## config.mk

```make
export PLATFORM = sky130hd
export DESIGN_NAME = irq_resolver
export DESIGN_NICKNAME = d
export VERILOG_FILES = /design/src/rtl/irq_pkg.sv /design/src/rtl/irq_src_reg.sv /design/src/rtl/irq_arbiter.sv /design/src/rtl/irq_ipl_ctrl.sv /design/src/rtl/irq_resolver.sv
export SDC_FILE = /design/constraint.sdc
export NUM_CORES = 1
export LEC_CHECK = 0
export BUFFER_PORTS_ARGS = -buffer_cell sky130_fd_sc_hd__buf_2
export CAP_MARGIN = 20
export CORE_MARGIN = 2
export CORE_UTILIZATION = 35
export CTS_CLUSTER_DIAMETER = 150
export DETAILED_ROUTE_END_ITERATION = 16
export PLACE_DENSITY_LB_ADDON = 0.2
export SYNTH_ARGS = -nofsm -noshare
export SYNTH_HDL_FRONTEND = slang
export SYNTH_SLANG_ARGS = --single-unit
```

## constraint.sdc

```tcl
create_clock -name clk_i -period 14.1 [get_ports clk_i]
set_input_delay 1.41 -clock clk_i [delete_from_list [all_inputs] [get_ports clk_i]]
set_output_delay 1.41 -clock clk_i [all_outputs]
set_load 0.02 [all_outputs]
```

## src/rtl/irq_pkg.sv

```systemverilog
package irq_pkg;
  localparam int LVL_W = 3;
  localparam int LVL_MAX = (1 << LVL_W) - 1;

  typedef logic [LVL_W-1:0] lvl_t;

  typedef struct packed {
    logic req;
    lvl_t lvl;
  } ctl_t;
endpackage

```

## src/rtl/irq_src_reg.sv

```systemverilog
module irq_src_reg
  import irq_pkg::*;
(
  input  logic clk_i,
  input  logic rst_ni,
  input  logic wr_hit_i,
  input  ctl_t wr_ctl_i,
  input  logic clr_i,
  input  logic set_i,
  output ctl_t ctl_o
);
  ctl_t ctl_q;

  always_ff @(posedge clk_i or negedge rst_ni) begin
    if (!rst_ni) begin
      ctl_q <= '0;
    end else begin
      if (wr_hit_i) ctl_q.lvl <= wr_ctl_i.lvl;
      // hardware set dominates both software write and ack clear
      ctl_q.req <= set_i | (wr_hit_i ? wr_ctl_i.req : (ctl_q.req & ~clr_i));
    end
  end

  assign ctl_o = ctl_q;
endmodule

```

## src/rtl/irq_arbiter.sv

```systemverilog
module irq_arbiter
  import irq_pkg::*;
#(
  parameter int N_SRC = 8,
  localparam int IDX_W = (N_SRC > 1) ? $clog2(N_SRC) : 1
) (
  input  ctl_t [N_SRC-1:0] ctl_i,
  input  logic             ien_i,
  input  lvl_t             ipl_i,
  output logic             found_o,
  output logic [IDX_W-1:0] idx_o,
  output lvl_t             lvl_o
);
  logic [N_SRC-1:0] elig;

  for (genvar g = 0; g < N_SRC; g++) begin : g_elig
    assign elig[g] = ien_i & ctl_i[g].req & (ctl_i[g].lvl > ipl_i);
  end

  always_comb begin
    found_o = 1'b0;
    idx_o   = '0;
    lvl_o   = '0;
    // strict compare keeps the lowest index on ties
    for (int i = 0; i < N_SRC; i++) begin
      if (elig[i] && (!found_o || ctl_i[i].lvl > lvl_o)) begin
        found_o = 1'b1;
        idx_o   = IDX_W'(i);
        lvl_o   = ctl_i[i].lvl;
      end
    end
  end
endmodule

```

## src/rtl/irq_ipl_ctrl.sv

```systemverilog
module irq_ipl_ctrl
  import irq_pkg::*;
(
  input  logic clk_i,
  input  logic rst_ni,
  input  logic fire_i,
  input  lvl_t fire_lvl_i,
  input  logic ret_i,
  input  logic wr_i,
  input  lvl_t wr_lvl_i,
  output lvl_t ipl_o,
  output lvl_t save_o
);
  lvl_t ipl_q, save_q;

  always_ff @(posedge clk_i or negedge rst_ni) begin
    if (!rst_ni) begin
      ipl_q  <= '0;
      save_q <= '0;
    end else if (fire_i) begin
      save_q <= ipl_q;
      ipl_q  <= fire_lvl_i;
    end else if (ret_i) begin
      ipl_q  <= save_q;
    end else if (wr_i) begin
      ipl_q  <= wr_lvl_i;
    end
  end

  assign ipl_o  = ipl_q;
  assign save_o = save_q;
endmodule

```

## src/rtl/irq_resolver.sv

```systemverilog
module irq_resolver
  import irq_pkg::*;
#(
  parameter int N_SRC = 8,
  localparam int IDX_W = (N_SRC > 1) ? $clog2(N_SRC) : 1,
  localparam int AW = $clog2(N_SRC + 1)
) (
  input  logic             clk_i,
  input  logic             rst_ni,
  input  logic             ien_i,
  input  logic [N_SRC-1:0] req_set_i,
  input  logic             wr_en_i,
  input  logic [AW-1:0]    wr_addr_i,
  input  logic [LVL_W:0]   wr_data_i,
  input  logic             ack_i,
  input  logic             ret_i,
  output logic             irq_valid_o,
  output logic [IDX_W-1:0] irq_src_o,
  output logic [LVL_W-1:0] irq_lvl_o,
  output logic [LVL_W-1:0] ipl_o
);
  ctl_t [N_SRC-1:0] ctl;
  logic [N_SRC-1:0] req_vec, wr_hit, clr;
  ctl_t             wr_ctl;
  logic             fire, ipl_wr, found;
  logic [IDX_W-1:0] win_idx, src_q;
  lvl_t             win_lvl, lvl_q, ipl_q, save_q;
  logic             valid_q;

  assign wr_ctl = ctl_t'(wr_data_i);
  assign fire   = ack_i & valid_q;
  assign ipl_wr = wr_en_i && (wr_addr_i == AW'(N_SRC));

  for (genvar g = 0; g < N_SRC; g++) begin : g_src
    assign wr_hit[g] = wr_en_i && (wr_addr_i == AW'(g));
    assign clr[g]    = fire && (src_q == IDX_W'(g));

    irq_src_reg u_reg (
      .clk_i    (clk_i),
      .rst_ni   (rst_ni),
      .wr_hit_i (wr_hit[g]),
      .wr_ctl_i (wr_ctl),
      .clr_i    (clr[g]),
      .set_i    (req_set_i[g]),
      .ctl_o    (ctl[g])
    );

    assign req_vec[g] = ctl[g].req;
  end

  irq_arbiter #(.N_SRC(N_SRC)) u_arb (
    .ctl_i   (ctl),
    .ien_i   (ien_i),
    .ipl_i   (ipl_q),
    .found_o (found),
    .idx_o   (win_idx),
    .lvl_o   (win_lvl)
  );

  irq_ipl_ctrl u_ipl (
    .clk_i      (clk_i),
    .rst_ni     (rst_ni),
    .fire_i     (fire),
    .fire_lvl_i (lvl_q),
    .ret_i      (ret_i),
    .wr_i       (ipl_wr),
    .wr_lvl_i   (wr_ctl.lvl),
    .ipl_o      (ipl_q),
    .save_o     (save_q)
  );

  // drop valid right after an accepted ack; state catches up one edge later
  always_ff @(posedge clk_i or negedge rst_ni) begin
    if (!rst_ni) begin
      valid_q <= 1'b0;
      src_q   <= '0;
      lvl_q   <= '0;
    end else begin
      valid_q <= found & ~fire;
      src_q   <= win_idx;
      lvl_q   <= win_lvl;
    end
  end

  assign irq_valid_o = valid_q;
  assign irq_src_o   = src_q;
  assign irq_lvl_o   = lvl_q;
  assign ipl_o       = ipl_q;
endmodule

```

Yosys cells after proc, flatten, opt, wreduce, memory -nomap -nowiden
Cells that the tools add are included.
- $lt $le $gt $ge: 15
- equality and inequality tests: 15
- muxes and demuxes: 34
- bitwise logic cells: 43
- reductions and logical operators: 41
- operator list (kind ; count):
    3-bit > comparator ; 15
    3-bit two-way mux ; 15
    1-bit bitwise AND ; 26
    1-bit logical AND ; 24
    1-bit two-way mux ; 17
    4-bit by 3-bit equality test with 1-bit output, second input constant ; 4
    3-bit equality test, second input constant ; 4
    1-bit inverter ; 9
    4-bit by 2-bit equality test with 1-bit output, second input constant ; 2
    1-bit OR ; 8
    1-bit zero test ; 7
    1-bit logical OR ; 7
    3-bit by 2-bit equality test with 1-bit output, second input constant ; 2
    4-bit by 1-bit equality test with 1-bit output, second input constant ; 1
    4-bit equality test, second input constant ; 1
    4-bit zero test ; 1
    2-bit two-way mux ; 2
    3-bit by 1-bit equality test with 1-bit output, second input constant ; 1
    3-bit zero test ; 1
    3-bit nonzero test ; 1
- register bits: 45
- input bits: 22
- output and inout bits: 10
- word-level logic and storage cells: 169

Depth between registers and ports, before layout
Gate-level depths: netlist of the first run.
- depth after elaboration: 32
- mapped depth: 62
- depth with buffers taken out: 60

Cells and area by module
Synthesis of the first run repeated with hierarchy kept, for this count alone.
- cells, all modules: 336
- area total of the unflattened synthesis: 3385.7 µm²
- by module, submodules not included (module ; times used ; cells an instance ; area each (µm²) ; sequential area each (µm²)):
    irq_arbiter ; 1 ; 205 ; 1594.0 ; 0.0
    irq_src_reg ; 8 ; 9 ; 147.6 ; 100.1
    irq_resolver ; 1 ; 37 ; 331.6 ; 175.2
    irq_ipl_ctrl ; 1 ; 22 ; 279.0 ; 150.1

Worst setup path after synthesis of the first run
OpenSTA, ideal clock, no wires.
- path type: input to register
- start: input port ien_i
- end: register lvl_q[0] (netlist: irq_lvl_o[0])
- library setup time: 0.142 ns
- arrival time: 10.561 ns
- required time: 13.958 ns
- setup slack: 3.398 ns
- stages on the path: 57
- path buffers: 3
- cell sequence: buf_6 o311ai_4 nor2_1 nand2_1 ha_1 nor2b_1 o21ai_0 a32oi_1 o31a_1 a22oi_1 ha_1 nor2b_1 o21a_1 o21ai_1 a21oi_4 nor2b_1 or2_2 ha_1 [... 21 more ...] a21boi_0 ha_1 nor2b_1 o21ai_0 nand2b_1 and3_1 a31o_2 buf_2 a21oi_1 a22o_1 ha_1 a21o_1 a21oi_1 a311oi_1 a21oi_1 nand2_1 o22ai_1 a31oi_1
- cells in the longest elaborated chain, start to end: 31
- elaborated cells on any way between the ends: 59
- classes of those cells: order compare (7); mux (15); bitwise (16); reduce/logical (21)
- RTL lines (what ; line ; text):
    start, declared ; irq_resolver.sv:10 ; input logic ien_i,
    1-bit bitwise AND (2 in series) ; irq_arbiter.sv:17 ; assign elig[g] = ien_i & ctl_i[g].req & (ctl_i[g].lvl > ipl_i);
    3-bit two-way mux or 1-bit two-way mux (tied branches) ; irq_arbiter.sv:26 ; if (elig[i] && (!found_o || ctl_i[i].lvl > lvl_o)) begin
    3-bit > comparator or 1-bit zero test (tied branches) ; irq_arbiter.sv:26 ;
    1-bit logical OR ; irq_arbiter.sv:26 ;
    1-bit logical AND ; irq_arbiter.sv:26 ;
    3-bit two-way mux or 1-bit two-way mux (tied branches) ; irq_arbiter.sv:26 ;
    3-bit > comparator or 1-bit zero test (tied branches) ; irq_arbiter.sv:26 ;
    1-bit logical OR ; irq_arbiter.sv:26 ;
    [... 15 more ...] ; n/a ;
    1-bit logical OR ; irq_arbiter.sv:26 ;
    1-bit logical AND ; irq_arbiter.sv:26 ;
    3-bit two-way mux or 1-bit two-way mux (tied branches) ; irq_arbiter.sv:26 ;
    3-bit > comparator or 1-bit zero test (tied branches) ; irq_arbiter.sv:26 ;
    1-bit logical OR ; irq_arbiter.sv:26 ;
    1-bit logical AND ; irq_arbiter.sv:26 ;
    3-bit two-way mux (*) ; irq_arbiter.sv:26 ;
    net u_arb.lvl_o[0] ; irq_arbiter.sv:12 ; output lvl_t lvl_o
    end signal, assigned ; irq_resolver.sv:81 ; lvl_q <= win_lvl;
    end, declared ; irq_resolver.sv:27 ; lvl_t win_lvl, lvl_q, ipl_q, save_q;
Mark *: on every way through the listed nets, which the timed path passes. The rest lies on a longest branch.
A chain may end at the register's enable or synchronous reset.

Worst setup path after layout of the first run
Ends and elaborated chain as after synthesis.

==> impl.org, run 1 <==
** Clock tree
- The clock passes through at most 2 buffers.
- The H-tree generated during clock tree synthesis spans 2 levels.
- Clk pin slew, worst setup/hold paths :: 0.08 ns
- Sink Count :: 45
- Count of instances resized after the clock tree is built :: 0
- Root Buffer :: clkbuf_8
- Buffers inserted during clock tree synthesis total 5.
- TritonCTS clock tree :: built
- The later pin in the worst-skew pair is clocked with a latency of about 0.30 ns.
- Hold-fix buffers at CTS :: 0
- Total setup buffers inserted after CTS :: 0

** GRT
- GR Layer Usage met3 :: 0.0246
- Remaining global-route overflow :: 0
- The number of antenna violations at the first check in global routing is 0.
- Met2 demand-to-capacity share in global routing :: 0.296
- Maximum number of pins on one net before global-route repair :: 46
- Global Route met1 Usage :: 0.277
- The number of global-route vias before repair came to 2814.
- The layer flagged by global routing as most heavily used is met2.
- The first global-routing pass estimated 14900 um of wire.
- For this run, the total global-route usage over all layers was measured as 0.190.

** Critical path
- Critical Path End Type :: register
- For this design, the slowest cell found on the critical path is o21ai_1.
- Gate family responsible for the most delay along the worst path :: compound AO/OA/AOI/OAI gates
- Launching element type of the critical path :: input pin
- Source of the critical timing path :: ien_i
- Flop-to-flop setup slack :: ~2.0 ns
- Worst EP required :: 14.24 ns
- Counting both buffers and inverters, the worst setup path holds a total of 1.
- The worst register-to-register path begins at u_ipl.ipl_o[1].
- Largest fanout on the critical path :: 12
- Arrival time worst endpoint :: 12.39 ns
- Worst path most repeated cell :: ha_1
- For this run, the slowest stage of the critical path takes roughly 0.62 ns.
- The critical path is of the input pin to register type.

** Timing
- Worst slack on hold paths :: 0.488 ns
- The count of pins over their slew limit was 0.
- Counting I/O delays and the setup requirement, the final critical path takes approximately 12 ns.
- Dividing the final minimum period by the clock period gives 0.869.
- In this run the tightest slew margin relative to its limit is 0.329.
- In the post-route analysis, the smallest setup slack over all paths is 1.85 ns.
- At the pin with the least slew margin, the transition time is around 1.0 ns.
- Adding up every negative setup slack in the final design gives 0 ns.
- The count of endpoints failing hold in the final timing report is 0.
- Setup violations, final :: 0
- For this run, the top clock speed supported by timing is 0.0816 GHz.
- Unrepaired setup endpoints after global routing :: no
- Clock skew on the completed layout was measured at around 0.0044 ns.

** Floorplan
- Core ar. :: 9280 um2
- For this configuration, the core starts out at a cell density of 0.361.
- Height of the chip :: around 100 um
- The floorplan has 35 rows.
- DIE WIDTH :: 102 um
- During I/O placement, the number of pins put on the boundary was 32.
- The floorplan step defined a die boundary enclosing about 10000 um2.

** Synthesis
- After synthesis, the cell types taking the most area are dfrtp_1 (34%), ha_1 (17%), nand2_1 (5.3%).
- The most common cell in the synthesized netlist is nand2_1.
- Post-Synthesis Net Count :: ~430
- Most frequent cells after synthesis :: nand2_1 (47), dfrtp_1 (45), ha_1 (45)
- After synthesis the cells add up to 3360 um2.
- In this run, synthesis produced a sequential element count of between 40 and 50.
- Portion of the post-synthesis area used by sequential elements :: 0.336
- Post-synthesis cell type count :: 51
- Post-synth top flop :: dfrtp_1
- Area share of the leading cell type in the synthesized netlist :: 0.336
- Share of async-settable or async-resettable flops after synthesis :: 1.00
- Counting flops with a built-in enable in the synthesized netlist gives 0.
- Library cell occupying the most area in the post-synthesis netlist :: dfrtp_1
- Gate count of the mapped netlist :: 361
- Synthesis Warnings :: 0
- The average instance in the mapped netlist occupies 9.30 um2.

** Routing
- Detailed routing inserted a total of 2866 vias.
- After the first detailed-routing iteration, the DRC count stood at between 150 and 200.
- Sum of routed wire length over all layers :: 9270 um
- Antenna-violating nets left :: 0
- Average detailed-routed wire length per instance :: 17.8 um
- The first detailed-routing pass ran for 4 iterations.
- Vias per cell :: 5.49
- In the routed design, unresolved DRC markers number 0.

** Status
- Run status :: complete, no violations

** Layout
- Sequential cell area :: 1130 um2
- The filler cells instantiated in the layout total 989.
- Of the cells placed in the final design, the portion with a size suffix greater than 1 is 0.163.
- Compared with the post-synthesis result, the final layout area differs by 11.6%.
- The count of cells in the finished layout, fillers not included, comes to 522.
- At the end of the flow the core is filled with cells to 0.403.
- 0 antenna diodes ended up in the layout.
- Multi-input combinational cell area :: 2110 um2
- Count of nets after finishing :: ~460

** Place
- OpenSTA, run right after detailed placement, puts the worst setup slack at ~1.7 ns.
- Instance count after placement with tap cells included :: 513
- Number of input and output port buffers inserted :: 31
- RD Place Congestion :: 0.846
- The wire-length estimate of the detail-placed layout is 7020 um.

** Power and ir drop
- Leakage power figure :: 0.00168 uW
- The share of total power dissipated in sequential elements is 0.234.
- The share of total power dissipated in the clock network is 0.088.
- The internal portion of the total power is between 400 and 500 uW.
- Worst supply voltage drop on vdd :: 0.0657 mV
- Of the total power, the share spent switching nets is 0.484.
- Of the total power, combinational logic draws 0.678.
- The analysis attributes to net switching a power of 443 uW.
- P per Cell Area :: 244 nW/um2

** Job
- Number of max-capacitance violations reported :: 0

** Min path
- Worst hold path startpoint :: u_ipl.save_o[2]
- Hold/Removal Path Class :: register to register
-- power by group through the flow --
stage | Sequential [uW] | Combinational, uW | Clock [uW]
2_1_floorplan | 219 | 458 | 0
6_report | 214 | 621 | 80.5
4_1_cts | 213 | 616 | 83.6
5_1_grt | 220 | 698 | 88.7
3_5_place_dp | 216 | 611 | 0
3_3_place_gp | 215 | 595 | 0
-- state kept, by name, indices dropped and copies added (netlist names) --
signal,cells
irq_lvl_o,3
g_src.u_reg.ctl_o,32
irq_valid_o,1
u_ipl.ipl_o,3
irq_src_o,3
u_ipl.save_o,3
-- path summary, 6_finish.rpt --
path,cells past startpoint,end
setup reg to reg,58,irq_lvl_o[0]
max in group asynchronous,2,g_src[2].u_reg.ctl_o[0]
min in group asynchronous,1,g_src[7].u_reg.ctl_o[1]
setup / recovery,56,irq_lvl_o[0]
hold / removal,2,u_ipl.save_o[2]
hold reg to reg,2,u_ipl.save_o[2]
-- kinds of logic after synthesis --
kind of cell | Yosys count | synth area share
multiplexers | 14 | 0.0459
adder cells (fa/ha/maj) | 45 | 0.168
buffers and inverters | 30 | 0.0365
AND/OR/NAND/NOR | 121 | 0.184
flip-flops | 45 | 0.336
AO/OA/AOI/OAI | 106 | 0.230
-- cell usage in the layout, fill, tap and decap left out, types with 3 or more instances in the layout --
master and n:
a21boi_0 3, a21o_1 4, a21oi_1 15, a221o_1 6
a221oi_1 3, a22o_1 3, a311o_1 3, a31oi_1 9
a32oi_1 3, and2_1 4, and3_1 3, buf_2 31
clkbuf_8 5, dfrtp_1 45, ha_1 45, inv_1 22
mux2_2 11, mux2i_1 3, nand2_1 47, nand3_1 13
nand3b_1 3, nor2_1 15, nor2b_1 15, nor3_1 4
nor3b_1 3, o21a_1 5, o21ai_0 29, o21ai_1 3
o22ai_1 3, or2_2 3, or3_1 3
-- tightest hold or removal path, cell delays in order, from the launching register on --
cell and delay [ns]:
dfrtp_1 0.35, nand2_1 0.05, o21ai_0 0.06
-- through the flow --
stage	total power (uW)	instance area, um2
after floorplan	676	3360
after global placement	810	3630
after detailed placement	827	3630
after CTS	913	3720
after global routing	1010	3740
final	915	3740
-- layer usage --
| metal | wire length (um) | vias up | share of wire |
|---|---|---|---|
| li1 | - | 1392 | - |
| met3 | 487 | 9 | 0.053 |
| met1 | 4520 | 1379 | 0.49 |
| met5 | 0 | - | 0 |
| met2 | 4150 | 86 | 0.45 |
| met4 | 111 | 0 | 0.012 |
-- cell type report --
cell class,instances,area share
well taps,129,0.0431
flip-flops and latches,45,0.301
multi-input cells,286,0.563
inverters,22,0.0221
repair buffers,32,0.0488
clock buffers,7,0.0204
clock inverters,1,0.00201
Note: power is estimated with default switching activity, not from simulation.
==> inputs of run 2 (changes only) <==
Settings changed: SYNTH_HIERARCHICAL set to 1.
==> run 2 against run 1 <==
Synthesized area is 0.89% higher; total power is 1.2% higher; synthesized cell count is 6.9% lower; wire length is 4.5% lower; clock skew hardly changed; highest routed layer unchanged; sequential share of layout area is 0.63 points lower; flip-flop and latch count stayed put; hold slack better by 0.0080 ns; fmax is 1.2% higher; critical path type unchanged; die area is 0.86% higher; largest cell class unchanged.
==> impl.org, run 2 <==
** Status
- Run status :: complete, no violations

** Power and ir drop
- Internal Pwr Total :: 495 uW (+5.0%)
- The static power due to leakage is 0.00167 uW (-0.30%).
- The power dissipated by switching net loads was 431 uW (-2.8%).
- Switching power share of the total :: 0.465 (-0.0190)
- Tot Pwr :: 926 uW (+1.2%)
- Worst supply voltage drop on vdd :: 0.0695 mV (+5.7%)
- The proportion of power drawn by the clock network is 0.105 (+0.017).
- Part of the total power dissipated in combinational logic :: 0.669 (-0.009)
- The power share of the sequential group was 0.225 (-0.009).
- The power density normalized to cell area was 242 nW/um2 (-0.90%).

** Routing
- The wire length reported by the detailed router came to 8850 um (-4.5%).
- The number of remaining DRC errors came to 0 (unchanged).
- Vias per cell :: 5.44 (-0.91%)
- The initial detailed-routing violation count was 223 (+28%).
- The count of vias placed by the detailed router came to 2731 (-4.7%).
- The wire length per cell came to 17.6 um (-0.67%).
- The remaining antenna violation count came to 0 (unchanged).
- The number of search-and-repair iterations in the first detailed-routing pass came to 4 (unchanged).

** Critical path
- In this run the critical register-to-register path is launched from u_ipl/ipl_o[1].
- Cell at the slowest stage of the critical path :: a21oi_1
- Worst r2r path cells :: 59 (+1.7%)
- Arrival time worst endpoint :: 12.27 ns (-0.12 ns)
- Total number of cells along the worst setup path :: 57 (+1.8%)
- The most critical setup path has its endpoint at irq_lvl_o[2].
- The critical path's largest stage delay is 0.46 ns (-0.16 ns).
- STA classifies the critical path endpoint as a register.
- Tracing the worst setup path back leads to its startpoint at ien_i.
- Count of buffering cells on the critical path with inverters included :: 1 (unchanged)
- The maximum net fanout on the critical path came to 12 (unchanged).
- In this run the critical register-to-register path is captured at irq_lvl_o[2].
- STA classifies the critical path startpoint as an input pin.
- Gate family responsible for the most delay along the worst path :: compound AO/OA/AOI/OAI gates
- Kind of critical path :: input pin to register
- Worst EP required :: 14.26 ns (+0.02 ns)
- The reg2reg setup slack is 2.17 ns (+0.18 ns).

** Timing
- The count of pins over their slew limit was 0 (unchanged).
- Worst slack on hold paths :: 0.496 ns (+0.00800 ns)
- Upper clock frequency limit :: 0.0826 GHz (+1.2%)
- Setup repair after global routing left no endpoint under its margin.
- Worst clock skew :: 0.00431 ns (-0.0000470 ns)
- Setup violations, final :: 0 (unchanged)
- The relative slew slack was 0.411 (+0.0822).
- Setup TNS :: 0 ns (unchanged)
- Worst-margin pin slew :: 0.877 ns (-0.121 ns)
- The time the final worst path needs with I/O delays and setup was 12.11 ns (-0.140 ns).
- Share of the cycle needed by the critical path after routing :: 0.859 (-0.00993)
- The count of endpoints failing hold in the final timing report was 0 (unchanged).

** Layout
- Area growth from synthesis to final layout :: 12.9%
- The post-layout net count was 440 (-4.1%).
- The flip-flop count of the largest register after layout came to 32 (unchanged).
- The top cell types in the final layout, fill and taps aside, are dfrtp_1 (45), ha_1 (45), buf_2 (32).
- The non-filler instance count after layout came to 502 (-3.8%).
- The antenna diode instance count came to 0 (unchanged).
- Fraction of layout cells with a size suffix above 1 :: 0.231 (+0.0677)

** GRT
- Number of antenna violations at the first check in global routing :: 0 (unchanged)
- Remaining global-route overflow :: 0 (unchanged)
- The overall track demand over capacity in global routing came to 0.184 (-0.00526).
- Wire length of the first global-routing pass :: 14600 um (-2.3%)
- The pin count of the biggest net entering global routing came to 46 (unchanged).
- Number of global-route vias before repair :: 2680 (-4.8%)

** Floorplan
- Die outline area :: 10500 um2 (+0.86%)
- Initial Util :: 0.363 (+0.00152)
- The number of rows created at floorplan came to 35 (unchanged).
- Core ar. :: 9330 um2 (+0.47%)
- DIE WIDTH :: 102 um (+0.43%)
- Top-Level Pins :: 32 (unchanged)
- The die height is 102 um (+0.43%).

** Synthesis
- Most frequent cells after synthesis :: dfrtp_1 (45), ha_1 (45), nor2_1 (28)
- The async set-or-reset flop fraction in the synthesized netlist came to 1.00 (unchanged).
- The number of instances in the synthesized netlist was 336 (-6.9%).
- The synthesized area divided by synthesized cell count is 10.1 um2 (+8.4%).
- The post-synthesis net count is 403 (-5.8%).
- Library cell occupying the most area in the post-synthesis netlist :: dfrtp_1
- The synthesized flop and latch total came to 45 (unchanged).
- Area share of the leading cell type in the synthesized netlist :: 0.333 (-0.00298)
- EDFF count, synth :: 0 (unchanged)
- The post-synthesis sequential area ratio came to 0.333 (-0.00298).
- The synthesis warning total was 6 (+6).
- By area the synthesized netlist is led by dfrtp_1 (33%), ha_1 (17%), mux2_2 (9.0%).
- The area of the mapped netlist came to 3390 um2 (+0.89%).
- Among all flip-flop cells after synthesis, the most frequent one is dfrtp_1.
- The number of different library cells in the post-synthesis netlist is 54 (+5.9%).

** Clock tree
- Count of instances resized after the clock tree is built :: 0 (unchanged)
- The deepest level of the CTS H-tree was 2 (unchanged).
- TritonCTS clock tree :: built
- The TritonCTS sink count came to 45 (unchanged).
- Root Buffer :: clkbuf_8
- The number of buffers inserted during clock tree synthesis came to 5 (unchanged).
- Clock latency of the later-clocked register in the worst-skew pair :: 0.30 ns (about the same)
- The number of setup buffers added after CTS was 0 (unchanged).
- Hold-fix buffers at CTS :: 0 (unchanged)
- The CTS clock-pin slew for the worst setup and hold paths came to 0.08 ns (about the same).
- Longest Clk Path Bufs :: 2 (unchanged)

** Place
- The count of buffers inserted at the top-level ports was 31 (unchanged).
- Instance count after placement with tap cells included :: 493 (-3.9%)
- RD Place Congestion :: 0.869 (+2.7%)
- The detailed-placement wirelength estimate is 6800 um (-3.2%).

** Min path
- Hold/Removal Path Class :: register to register

** Job
- The max-capacitance violation count was 0 (unchanged).
==> run 2: layout make-up <==
cell class,count,area (um2)
Fill cell,917,5500
Multi-Input combinational cell,267,2170
Sequential cell,45,1130
Timing Repair Buffer,34,188
Tap cell,129,161
Inverter,20,75.1
Clock buffer,5,68.8
Clock inverter,2,38.8
==> run 2: through the flow <==
| step | instance area (um2) | util | worst slack (ns) |
|---|---|---|---|
| 6_report | 3820 | 0.410 | 1.99 |
| 5_1_grt | 3820 | 0.410 | 1.14 |
| 4_1_cts | 3800 | 0.407 | 2.10 |
| 3_5_place_dp | 3690 | 0.396 | 1.79 |
| 3_3_place_gp | 3690 | 0.396 | 1.96 |
| 2_1_floorplan | 3390 | - | 2.92 |
==> run 2: worst min path at each step <==
stage	end	startpoint	cells past startpoint
final	u_ipl/ipl_o[1]	irq_lvl_o[1]	2
after detailed placement	u_ipl/ipl_o[1]	irq_lvl_o[1]	2
after global routing	u_ipl/save_o[0]	u_ipl/save_o[0]	1
after global placement	u_ipl/ipl_o[1]	irq_lvl_o[1]	2
after CTS	u_ipl/ipl_o[1]	irq_lvl_o[1]	2
after floorplan	g_src[7].u_reg/ctl_o[3]	g_src[7].u_reg/ctl_o[3]	1
==> run 2: logic make-up (layout without fill, tap and decap cells) <==
family	count (synthesis)	in the layout	synth area share
flops	45	45	0.333
mux	33	33	0.109
fa+ha+maj	45	45	0.166
simple gates	107	107	0.172
buf+inv	24	61	0.0277
compound gates	82	82	0.193
==> run 2: worst reg2reg max path: cells and delay by family, from the launching register on <==
kind | cells | cell delay (ns)
simple gates | 21 | 3.51
buf+inv | 1 | 0.35
flops | 1 | 0.40
compound gates | 29 | 5.27
fa+ha+maj | 8 | 2.25
==> run 2: metal layers <==
layer,track usage,vias to the layer above,share of wire
met5,0,-,0
met4,0.0492,0,0.014
met3,0.0280,9,0.035
met2,0.286,50,0.46
met1,0.269,1336,0.50
li1,-,1336,-
==> run 2: power by group through the flow <==
stage          Clock (uW)  Sequential (uW)  Combinational, uW
3_3_place_gp            0              210                599
4_1_cts               102              209                619
3_5_place_dp            0              211                611
6_report             97.6              209                620
2_1_floorplan           0              216                456
5_1_grt               107              214                700
